[config.mk]
export PLATFORM = sky130hd
export DESIGN_NAME = hw_burst_seq
export DESIGN_NICKNAME = d
export VERILOG_FILES = /design/src/rtl/hwb_pkg.sv /design/src/rtl/hwb_lane_plan.sv /design/src/rtl/hwb_watchdog.sv /design/src/rtl/hwb_assembler.sv /design/src/rtl/hw_burst_seq.sv
export SDC_FILE = /design/constraint.sdc
export NUM_CORES = 1
export LEC_CHECK = 0
export BUFFER_PORTS_ARGS = -buffer_cell sky130_fd_sc_hd__buf_2
export CAP_MARGIN = 20
export CELL_PAD_IN_SITES_DETAIL_PLACEMENT = 1
export CELL_PAD_IN_SITES_GLOBAL_PLACEMENT = 1
export CORE_MARGIN = 5
export CORE_UTILIZATION = 41
export CTS_CLUSTER_DIAMETER = 80
export DETAILED_ROUTE_END_ITERATION = 16
export MAX_ROUTING_LAYER = met4
export PLACE_DENSITY = 0.86
export SYNTH_ARGS = -nofsm -noshare
export SYNTH_HDL_FRONTEND = slang
export SYNTH_SLANG_ARGS = --single-unit
[constraint.sdc]
create_clock -name clk -period 3.5 [get_ports clk]
set_input_delay 0.175 -clock clk [delete_from_list [all_inputs] [get_ports clk]]
set_output_delay 0.175 -clock clk [all_outputs]
set_load 0.01 [all_outputs]
[src/rtl/hwb_pkg.sv]
package hwb_pkg;

    localparam int HALF_W = 16;
    localparam int LANES  = HALF_W / 8;
    localparam int N_HALF = 4;
    localparam int DATA_W = HALF_W * N_HALF;
    localparam int BE_W   = LANES * N_HALF;
    localparam int IDX_W  = $clog2(N_HALF + 1);
    localparam int IDX_LO = $clog2(N_HALF);

    typedef enum logic [1:0] {
        ST_IDLE,
        ST_SEL,
        ST_RUN,
        ST_DONE
    } seq_state_e;

    typedef struct packed {
        logic              write;
        logic              dw2;
        logic              hold;
        logic [BE_W-1:0]   be;
        logic [DATA_W-1:0] wdata;
    } req_t;

    // byte value returned for one lane of a finished carrier cycle
    function automatic logic [7:0] lane_byte(input logic en, input logic tmo,
                                             input logic [7:0] raw);
        if (!en)
            return 8'h00;
        else if (tmo)
            return 8'hFF;
        else
            return raw;
    endfunction

endpackage

[src/rtl/hwb_lane_plan.sv]
module hwb_lane_plan
    import hwb_pkg::*;
(
    input  logic [BE_W-1:0]   be,
    input  logic              dw2,
    input  logic [IDX_W-1:0]  from,
    output logic [N_HALF-1:0] live,
    output logic [IDX_W-1:0]  pick,
    output logic              pick_ok
);

    // a half is live when it lies inside the request length and has an enabled byte
    generate
        for (genvar h = 0; h < N_HALF; h++) begin : g_live
            if (h >= N_HALF / 2) begin : g_upper
                assign live[h] = dw2 && (|be[h*LANES +: LANES]);
            end else begin : g_lower
                assign live[h] = |be[h*LANES +: LANES];
            end
        end
    endgenerate

    // lowest live half at or above 'from'
    always_comb begin
        pick = IDX_W'(N_HALF);
        for (int k = N_HALF - 1; k >= 0; k--) begin
            if (live[k] && (IDX_W'(k) >= from))
                pick = IDX_W'(k);
        end
    end

    assign pick_ok = (pick != IDX_W'(N_HALF));

endmodule

[src/rtl/hwb_watchdog.sv]
module hwb_watchdog #(
    parameter int CW = 8
) (
    input  logic          clk,
    input  logic          rst,
    input  logic          run,
    input  logic          ack,
    input  logic [CW-1:0] limit,
    output logic          expire
);

    logic [CW-1:0] cnt;

    always_ff @(posedge clk) begin
        if (rst || !run)
            cnt <= '0;
        else if (cnt != '1)
            cnt <= cnt + 1'b1;
    end

    // cnt holds the number of completed strobe clocks in this cycle
    assign expire = run && !ack && (({1'b0, cnt} + (CW+1)'(1)) >= {1'b0, limit});

endmodule

[src/rtl/hwb_assembler.sv]
module hwb_assembler
    import hwb_pkg::*;
(
    input  logic              clk,
    input  logic              rst,
    input  logic              clear,
    input  logic              cap,
    input  logic              tmo,
    input  logic [IDX_W-1:0]  idx,
    input  logic [BE_W-1:0]   be,
    input  logic [HALF_W-1:0] din,
    output logic [DATA_W-1:0] dout
);

    generate
        for (genvar h = 0; h < N_HALF; h++) begin : g_half
            for (genvar b = 0; b < LANES; b++) begin : g_byte
                always_ff @(posedge clk) begin
                    if (rst || clear)
                        dout[h*HALF_W + b*8 +: 8] <= 8'h00;
                    else if (cap && (idx == IDX_W'(h)))
                        dout[h*HALF_W + b*8 +: 8] <= lane_byte(be[h*LANES + b], tmo, din[b*8 +: 8]);
                end
            end
        end
    endgenerate

endmodule

[src/rtl/hw_burst_seq.sv]
module hw_burst_seq
    import hwb_pkg::*;
#(
    parameter int AW = 14,
    parameter int CW = 4
) (
    input  logic              clk,
    input  logic              rst,
    input  logic              req_valid,
    output logic              req_ready,
    input  logic              req_write,
    input  logic              req_dw2,
    input  logic [AW-1:0]     req_waddr,
    input  logic [BE_W-1:0]   req_be,
    input  logic [DATA_W-1:0] req_wdata,
    input  logic              addr_hold,
    input  logic [CW-1:0]     wd_limit,
    input  logic              berr_en,
    output logic              rsp_valid,
    output logic [DATA_W-1:0] rsp_rdata,
    output logic              wd_status,
    output logic              berr_pulse,
    output logic              c_stb,
    output logic              c_we,
    output logic [AW:0]       c_addr,
    output logic [LANES-1:0]  c_lane,
    output logic [HALF_W-1:0] c_wdata,
    input  logic              c_ack,
    input  logic [HALF_W-1:0] c_rdata
);

    localparam int CAW = AW + 1;

    seq_state_e        st;
    req_t              rq;
    logic [CAW-1:0]    base;
    logic [IDX_W-1:0]  idx;
    logic [IDX_W-1:0]  from;
    logic [N_HALF-1:0] live;
    logic [IDX_W-1:0]  pick;
    logic              pick_ok;
    logic              expire;
    logic              run;
    logic              fin;
    logic              accept;
    logic [DATA_W-1:0] asm_data;

    assign run    = (st == ST_RUN);
    assign fin    = run && (c_ack || expire);
    assign accept = (st == ST_IDLE) && req_valid;

    hwb_lane_plan u_plan (
        .be      (rq.be),
        .dw2     (rq.dw2),
        .from    (from),
        .live    (live),
        .pick    (pick),
        .pick_ok (pick_ok)
    );

    hwb_watchdog #(.CW(CW)) u_wd (
        .clk    (clk),
        .rst    (rst),
        .run    (run),
        .ack    (c_ack),
        .limit  (wd_limit),
        .expire (expire)
    );

    hwb_assembler u_asm (
        .clk   (clk),
        .rst   (rst),
        .clear (accept),
        .cap   (fin),
        .tmo   (expire),
        .idx   (idx),
        .be    (rq.be),
        .din   (c_rdata),
        .dout  (asm_data)
    );

    always_ff @(posedge clk) begin
        if (rst) begin
            st         <= ST_IDLE;
            rq         <= '0;
            base       <= '0;
            idx        <= '0;
            from       <= '0;
            wd_status  <= 1'b0;
            berr_pulse <= 1'b0;
        end else begin
            berr_pulse <= expire && berr_en;
            if (expire)
                wd_status <= 1'b1;
            unique case (st)
                ST_IDLE: begin
                    if (req_valid) begin
                        rq.write  <= req_write;
                        rq.dw2    <= req_dw2;
                        rq.hold   <= addr_hold;
                        rq.be     <= req_be;
                        rq.wdata  <= req_wdata;
                        base      <= {req_waddr, 1'b0};
                        from      <= '0;
                        wd_status <= 1'b0;
                        st        <= ST_SEL;
                    end
                end
                ST_SEL: begin
                    if (pick_ok) begin
                        idx <= pick;
                        st  <= ST_RUN;
                    end else begin
                        st  <= ST_DONE;
                    end
                end
                ST_RUN: begin
                    if (fin) begin
                        from <= idx + 1'b1;
                        st   <= ST_SEL;
                    end
                end
                ST_DONE: st <= ST_IDLE;
                default: st <= ST_IDLE;
            endcase
        end
    end

    assign req_ready = (st == ST_IDLE);
    assign rsp_valid = (st == ST_DONE);
    assign rsp_rdata = rq.write ? '0 : asm_data;

    assign c_stb   = run;
    assign c_we    = run && rq.write;
    assign c_addr  = rq.hold ? base : base + CAW'(idx);
    assign c_lane  = run ? rq.be[LANES*idx[IDX_LO-1:0] +: LANES] : '0;
    assign c_wdata = rq.wdata[HALF_W*idx[IDX_LO-1:0] +: HALF_W];

    AST_BUSY_NOT_READY: assert property (@(posedge clk) disable iff (rst)
        c_stb |-> !req_ready);

    AST_PICK_LIVE: assert property (@(posedge clk) disable iff (rst)
        run |-> (idx < IDX_W'(N_HALF)) && live[idx[IDX_LO-1:0]]);

    AST_LANE_NONZERO: assert property (@(posedge clk) disable iff (rst)
        c_stb |-> (c_lane != '0));

    AST_STB_HOLD: assert property (@(posedge clk) disable iff (rst)
        (c_stb && !c_ack && !expire) |=> (c_stb && $stable(c_addr) && $stable(c_lane)));

    AST_STB_GAP: assert property (@(posedge clk) disable iff (rst)
        (c_stb && (c_ack || expire)) |=> !c_stb);

    AST_WD_NOT_EARLY: assert property (@(posedge clk) disable iff (rst)
        (expire && (wd_limit > CW'(1)) && $stable(wd_limit)) |-> $past(c_stb));

    AST_RSP_PULSE: assert property (@(posedge clk) disable iff (rst)
        rsp_valid |=> (!rsp_valid && req_ready));

    AST_BERR_CAUSE: assert property (@(posedge clk) disable iff (rst)
        berr_pulse |-> wd_status);

endmodule

* Yosys cells after proc, flatten, opt, wreduce, memory -nomap -nowiden *
Cells that the tools add are included.

storage, ports and cells
  bits of input ports = 114
  flip-flop bits (word level) = 167
  word-level logic and storage cells = 100
  output and inout port bits = 103

operators by class
  $lt $le $gt $ge = 5
  add/sub/neg operators = 4
  reduce and logical (&&, ||, !) cells = 32
  shift-type cells = 2
  eq/ne operators = 10
  multiplexer cells = 27

operators by type and width
  cell                   count
  $mux W8                10
  $mux W64               1
  $shiftx A64 B7 Y16     1
  $mux W3                6
  $logic_and A1 B1 Y1    16
  $add A15 B3 Y15        1
  $mux W15               1
  $pmux W2 S4            1
  $reduce_or A2 Y1       4
  $shiftx A8 B4 Y2       1
  $eq A3 B2 Y1 const B   2
  $ge A1 B3 Y1 const A   2
  $ge A2 B3 Y1 const A   2
  $mux W2                3
  $pmux W3 S2            1
  $reduce_and A2 Y1      3
  $add A4 B1 Y5 const B  1
  $ge A5 B4 Y1           1
  $add A4 B1 Y4 const B  1
  $eq A2 B2 Y1 const B   2
  $mux W1                4
  $ne A4 B4 Y1 const B   1
  $add A3 B1 Y3 const B  1
  $eq A3 B1 Y1 const B   1
  10 further kinds       13

* Longest topological paths before layout *
  depth in word-level cells = 10
  mapped depth = 11
  mapped depth without buffers = 8

* By module *
Synthesis repeated with hierarchy kept, for this count alone.

unflattened totals
  cell total of the unflattened synthesis = 936
  area total of the unflattened synthesis = 7622.3 µm²

by module, submodules not included
  module         area each (µm²)  cells an instance  sequential area each (µm²)  times used
  hw_burst_seq   4693.3           572                1981.9                      1
  hwb_assembler  2521.2           313                1281.2                      1
  hwb_watchdog   291.5            33                 80.1                        1
  hwb_lane_plan  116.4            18                 0.0                         1

* Worst setup path before layout *
No wires, ideal clock.

  kind = register to register
  start point = register u_wd.cnt[0]
  end point = register u_asm.dout[10]
  path buffers = 3
  period minus slack after synthesis = 2.253 ns
  library setup time = 0.072 ns
  slack = 1.247 ns
  arrival = 2.181 ns
  data required time = 3.428 ns
  stages on the path, launching flop included = 12
  path through = dfxtp_1 > ha_1 > xor2_1 > ha_1 > nand2_1 > o21a_1 > buf_2 > a211oi_2 > and2_1 > buf_6 > buf_12 > mux2i_1

on the way
  word-level cells in the longest chain between the ends = 6
  elaborated cells on any way between the ends = 8
  those cells by class = add/sub (1); order compare (1); mux (2); reduce/logical (4)

ends and longest elaborated chain
  element                          RTL line             RTL
  from (decl)                      hwb_watchdog.sv:12   logic [CW-1:0] cnt;
  from (signal assigned)           hwb_watchdog.sv:18   cnt <= cnt + 1'b1;
  $add A4 B1 Y5 *                  hwb_watchdog.sv:22   assign expire = run && !ack && (({1'b0, cnt} + (CW+1)'(1)) >= {1'b0, limit});
  $ge A5 B4 Y1 *                   hwb_watchdog.sv:22
  $logic_and A1 B1 Y1 *            hwb_watchdog.sv:22
  $logic_or A1 B1 Y1               hw_burst_seq.sv:49   assign fin = run && (c_ack || expire);
  $logic_and A1 B1 Y1              hw_burst_seq.sv:49
  $logic_and A1 B1 Y1              hwb_assembler.sv:21  else if (cap && (idx == IDX_W'(h)))
  to (signal, indexed assignment)  hwb_assembler.sv:22  dout[h*HALF_W + b*8 +: 8] <= lane_byte(be[h*LANES + b], tmo, din[b*8 +: 8]);
  to (decl)                        hwb_assembler.sv:12  output logic [DATA_W-1:0] dout

Mark *: on every way between the ends. The rest lies on a longest branch, timed or not.
A chain may end at the register's enable or synchronous reset.

* Worst setup path in the final report *
  start point = register u_wd.cnt[0]
  end point = register u_asm.dout[56]

The elaborated chain is that of the path after synthesis.

==> impl_metrics.json <==
{
  "drt-total-wl_um": 32200,
  "dr_total_vias": 8328,
  "clkSinkCount": 167,
  "root_buffer": "clkbuf_16",
  "finalWorstSetupSlack_ns": 0.7214,
  "netSwitchingPower_w": 0.001486,
  "cpMaxStageDelayCell": "and3_1",
  "ys_warn_count": 0,
  "syn_to_final_growth_pct": 30.73,
  "dieArea_um2": 22740,
  "outcome": "finished, final reports clean",
  "placed_area_um2": 9284,
  "cp_max_fo": 21,
  "placedCellCount": 1416,
  "ys_ff_latch": 167,
  "synthArstFlopShare_pct": 0,
  "r2r_start": "u_wd.cnt[0]",
  "crit_type": "flip-flop to flip-flop",
  "finalNetCount": 1368,
  "p_leak_nw": 4.372,
  "grt_pass1_vias": 8927,
  "grt_pass1_wl_um": 49130,
  "crit_chain": "ha_1, and3_1, buf_4, o22ai_1, a21oi_1, nand3_1, a21oi_1",
  "syn-num-nets": 1125,
  "hold_class": "primary input to flip-flop",
  "relSlewSlack_pct": 39.80,
  "finalHoldViolCount": 0,
  "portBuffers": 216,
  "final.setup_skew_ns": 0.01545,
  "max-cap-violations": 0,
  "gp_congestion": 0.8263,
  "overflow": 0,
  "critPathLaunchType": "flip-flop",
  "report.final.slew_viol_count": 0,
  "cts_made_buffers": 17,
  "synth_cell_type_count": 49,
  "p_per_area_nw_per_um2": 451.3,
  "yosysSeqAreaShare_pct": 41.13,
  "ctsLongestPathBuffers": 2,
  "ant_nets": 0,
  "dr.pass1.iters": 5,
  "route.detailed.drc": 0,
  "final.setup.tns_ns": 0,
  "power_frac_clock_pct": 41.0,
  "ctsHoldBuffers": 70,
  "start_util_pct": 41.76,
  "regToRegSetupSlack_ns": 0.72,
  "clk_latency_ns": 0.44,
  "grt_max_degree": 86,
  "core_um2": 19460,
  "min_to": "rq[56]",
  "syn-cell-area_um2": 8128,
  "final_util_pct": 54.59,
  "post_cts_buffers": 0,
  "yosys.area.top_type": "dfxtp_1",
  "synth_edf_count": 0,
  "p_comb_share_pct": 15.8,
  "die_y_um": 150.8,
  "post_drt_via_cell_ratio": 5.457,
  "netlist_top_cells_area": "dfxtp_1, nand2_1, a21oi_1",
  "min_path_cells": 3,
  "fin_crit_sh_pct": 79.39,
  "rr_worst_depth": 7,
  "internal-power_w": 0.003309,
  "cp-end-kind": "flip-flop",
  "fmax_mhz": 359.9,
  "syn_area_per_cell_um2": 8.144,
  "max_slew.worst_pin.slew_ns": 0.9030,
  "seqPwrFrac_pct": 43.2,
  "synthCells": 998,
  "hpwl_um": 19690,
  "cts_resized": 0,
  "antenna_found_initial": 4,
  "cts_tree": "built",
  "fin_crit_ns": 2.779,
  "wl_per_cell_um": 21.10,
  "drtIter0Drc": 483,
  "row_count": 51,
  "slowest_delay_ns": 0.70,
  "die_width_um": 150.8,
  "drive_above_1_share_pct": 24.40,
  "ys.flop_type": "dfxtp_1",
  "crit_arrival_ns": 3.14,
  "fin_area_um2": 10630,
  "critPathMostFrequentCell": "a21oi_1",
  "htreeDepth": 4,
  "setup_violations": 0,
  "clk_pin_slew_worst_paths_ns": 0.08,
  "dp_worst_setup_slack_ns": 0.8119,
  "finalNonFillerCells": 1526,
  "min_from": "req_wdata[56]",
  "synth_top_area_share_pct": 41.13,
  "swShare_pct": 31.00,
  "num_io_pins": 217,
  "rsz0062_at_grt": "false",
  "ir_drop_uv": 404.9,
  "grt_use_total_pct": 28.74,
  "r2r_end": "u_asm.dout[56]",
  "critPathRequiredTime_ns": 3.86
}
-- cells in the mapped netlist (2+ instances only) --
library cell / number
nand3_1: 23
mux2i_1: 50
nand3b_1: 2
nand2b_1: 2
or2_2: 2
dfxtp_1: 167
or3_1: 16
inv_1: 13
ha_1: 12
mux4_2: 18
nor3_1: 24
nor3b_1: 2
buf_12: 3
and2_1: 7
o22ai_1: 16
o21ai_0: 9
and3_1: 2
o41ai_1: 2
nor2_1: 14
a21oi_2: 10
xnor2_1: 11
buf_6: 5
clkbuf_1: 49
a211oi_1: 2
a21oi_1: 119
buf_2: 12
and2_0: 6
xor2_1: 4
nand2_1: 300
o211ai_1: 3
nor2b_1: 67
buf_1: 9
-- power by group through the flow --
| stage | logic, W | registers (W) | clock network [W] |
|---|---|---|---|
| after floorplan | 0.000425 | 0.00207 | 0 |
| after global placement | 0.000621 | 0.00211 | 0 |
| after detailed placement | 0.000640 | 0.00212 | 0 |
| after CTS | 0.000707 | 0.00207 | 0.00196 |
| after global routing | 0.000820 | 0.00208 | 0.00205 |
| final | 0.000756 | 0.00207 | 0.00197 |
-- layer usage --
metal	vias to the layer above	track usage [%]	wire, um
li1	3828	-	-
met1	4032	32.52	12580
met2	366	48.25	16170
met3	102	5.925	2007
met4	0	14.60	1438
met5	-	-	0
-- logic make-up (layout without fill, tap and decap cells) --
family          count (synthesis)  count (layout)  synth area share, %
other cells                     0               7                    0
buf+inv                        92             348                5.542
fa+ha+maj                      13              13                2.094
xor+xnor                       15              15                1.616
flops                         167             167                41.13
simple gates                  473             473                26.34
compound gates                169             169                11.99
mux                            69              69                11.28
-- cells in the final DEF (no fill, tap or decap), types with 2 or more instances in the layout --
master / n
a211oi_1: 2
a21oi_1: 119
a21oi_2: 10
and2_0: 6
and2_1: 7
and3_1: 2
buf_2: 215
buf_4: 17
clkbuf_16: 17
clkinv_8: 2
clkinvlp_4: 2
dfxtp_1: 166
diode_2: 7
dlygate4sd3_1: 70
ha_1: 12
inv_1: 13
inv_6: 4
inv_8: 5
mux2i_1: 50
mux4_2: 18
nand2_1: 299
nand2b_1: 2
nand3_1: 23
nand3b_1: 2
nor2_1: 13
nor2b_1: 67
nor3_1: 24
o211ai_1: 3
o21ai_0: 9
o22ai_1: 16
o41ai_1: 2
or2_2: 2
or3_1: 16
xnor2_1: 11
xor2_1: 4
-- cell type report --
type                            count  area [um2]
Clock buffer                       17       425.4
Clock inverter                     15       177.7
Fill cell                        2367        8837
Timing Repair Buffer              303        1924
Tap cell                          265       331.6
Sequential cell                   167        3344
Inverter                           13       48.80
Antenna cell                        7       17.52
Multi-Input combinational cell    739        4355
-- critical path, delay by kind of cell (launching register included) --
| family | cells | cell delay [ns] |
|---|---|---|
| DFF | 1 | 0.40 |
| adders and majority gates | 1 | 0.27 |
| buffers and inverters | 1 | 0.35 |
| and+or+nand+nor | 2 | 0.92 |
| AOI/OAI and AO/OA | 3 | 0.77 |
-- sequential cells by signal, indices dropped and copies added (netlist names), 2 cells and up --
| register | count |
|---|---|
| base | 14 |
| from | 3 |
| idx | 3 |
| rq | 75 |
| st | 2 |
| u_asm.dout | 64 |
| u_wd.cnt | 4 |
-- metrics by stage --
step | total power [W] | hold slack, ns
global placement | 0.002727 | 0.4144
CTS | 0.004740 | 0.0001102
detailed placement | 0.002756 | 0.4198
floorplan | 0.002496 | 0.3110
global route | 0.004950 | 0.005717
finish | 0.004795 | 0.008555
-- worst max path at each step --
stage,from,endpoint
2_1_floorplan,u_wd.cnt[0],u_asm.dout[10]
3_3_place_gp,u_wd.cnt[2],u_asm.dout[2]
3_5_place_dp,u_wd.cnt[2],u_asm.dout[5]
4_1_cts,u_wd.cnt[2],u_asm.dout[25]
5_1_grt,u_wd.cnt[2],u_asm.dout[9]
6_report,u_wd.cnt[0],u_asm.dout[56]
(Power assumes the default switching activity.)
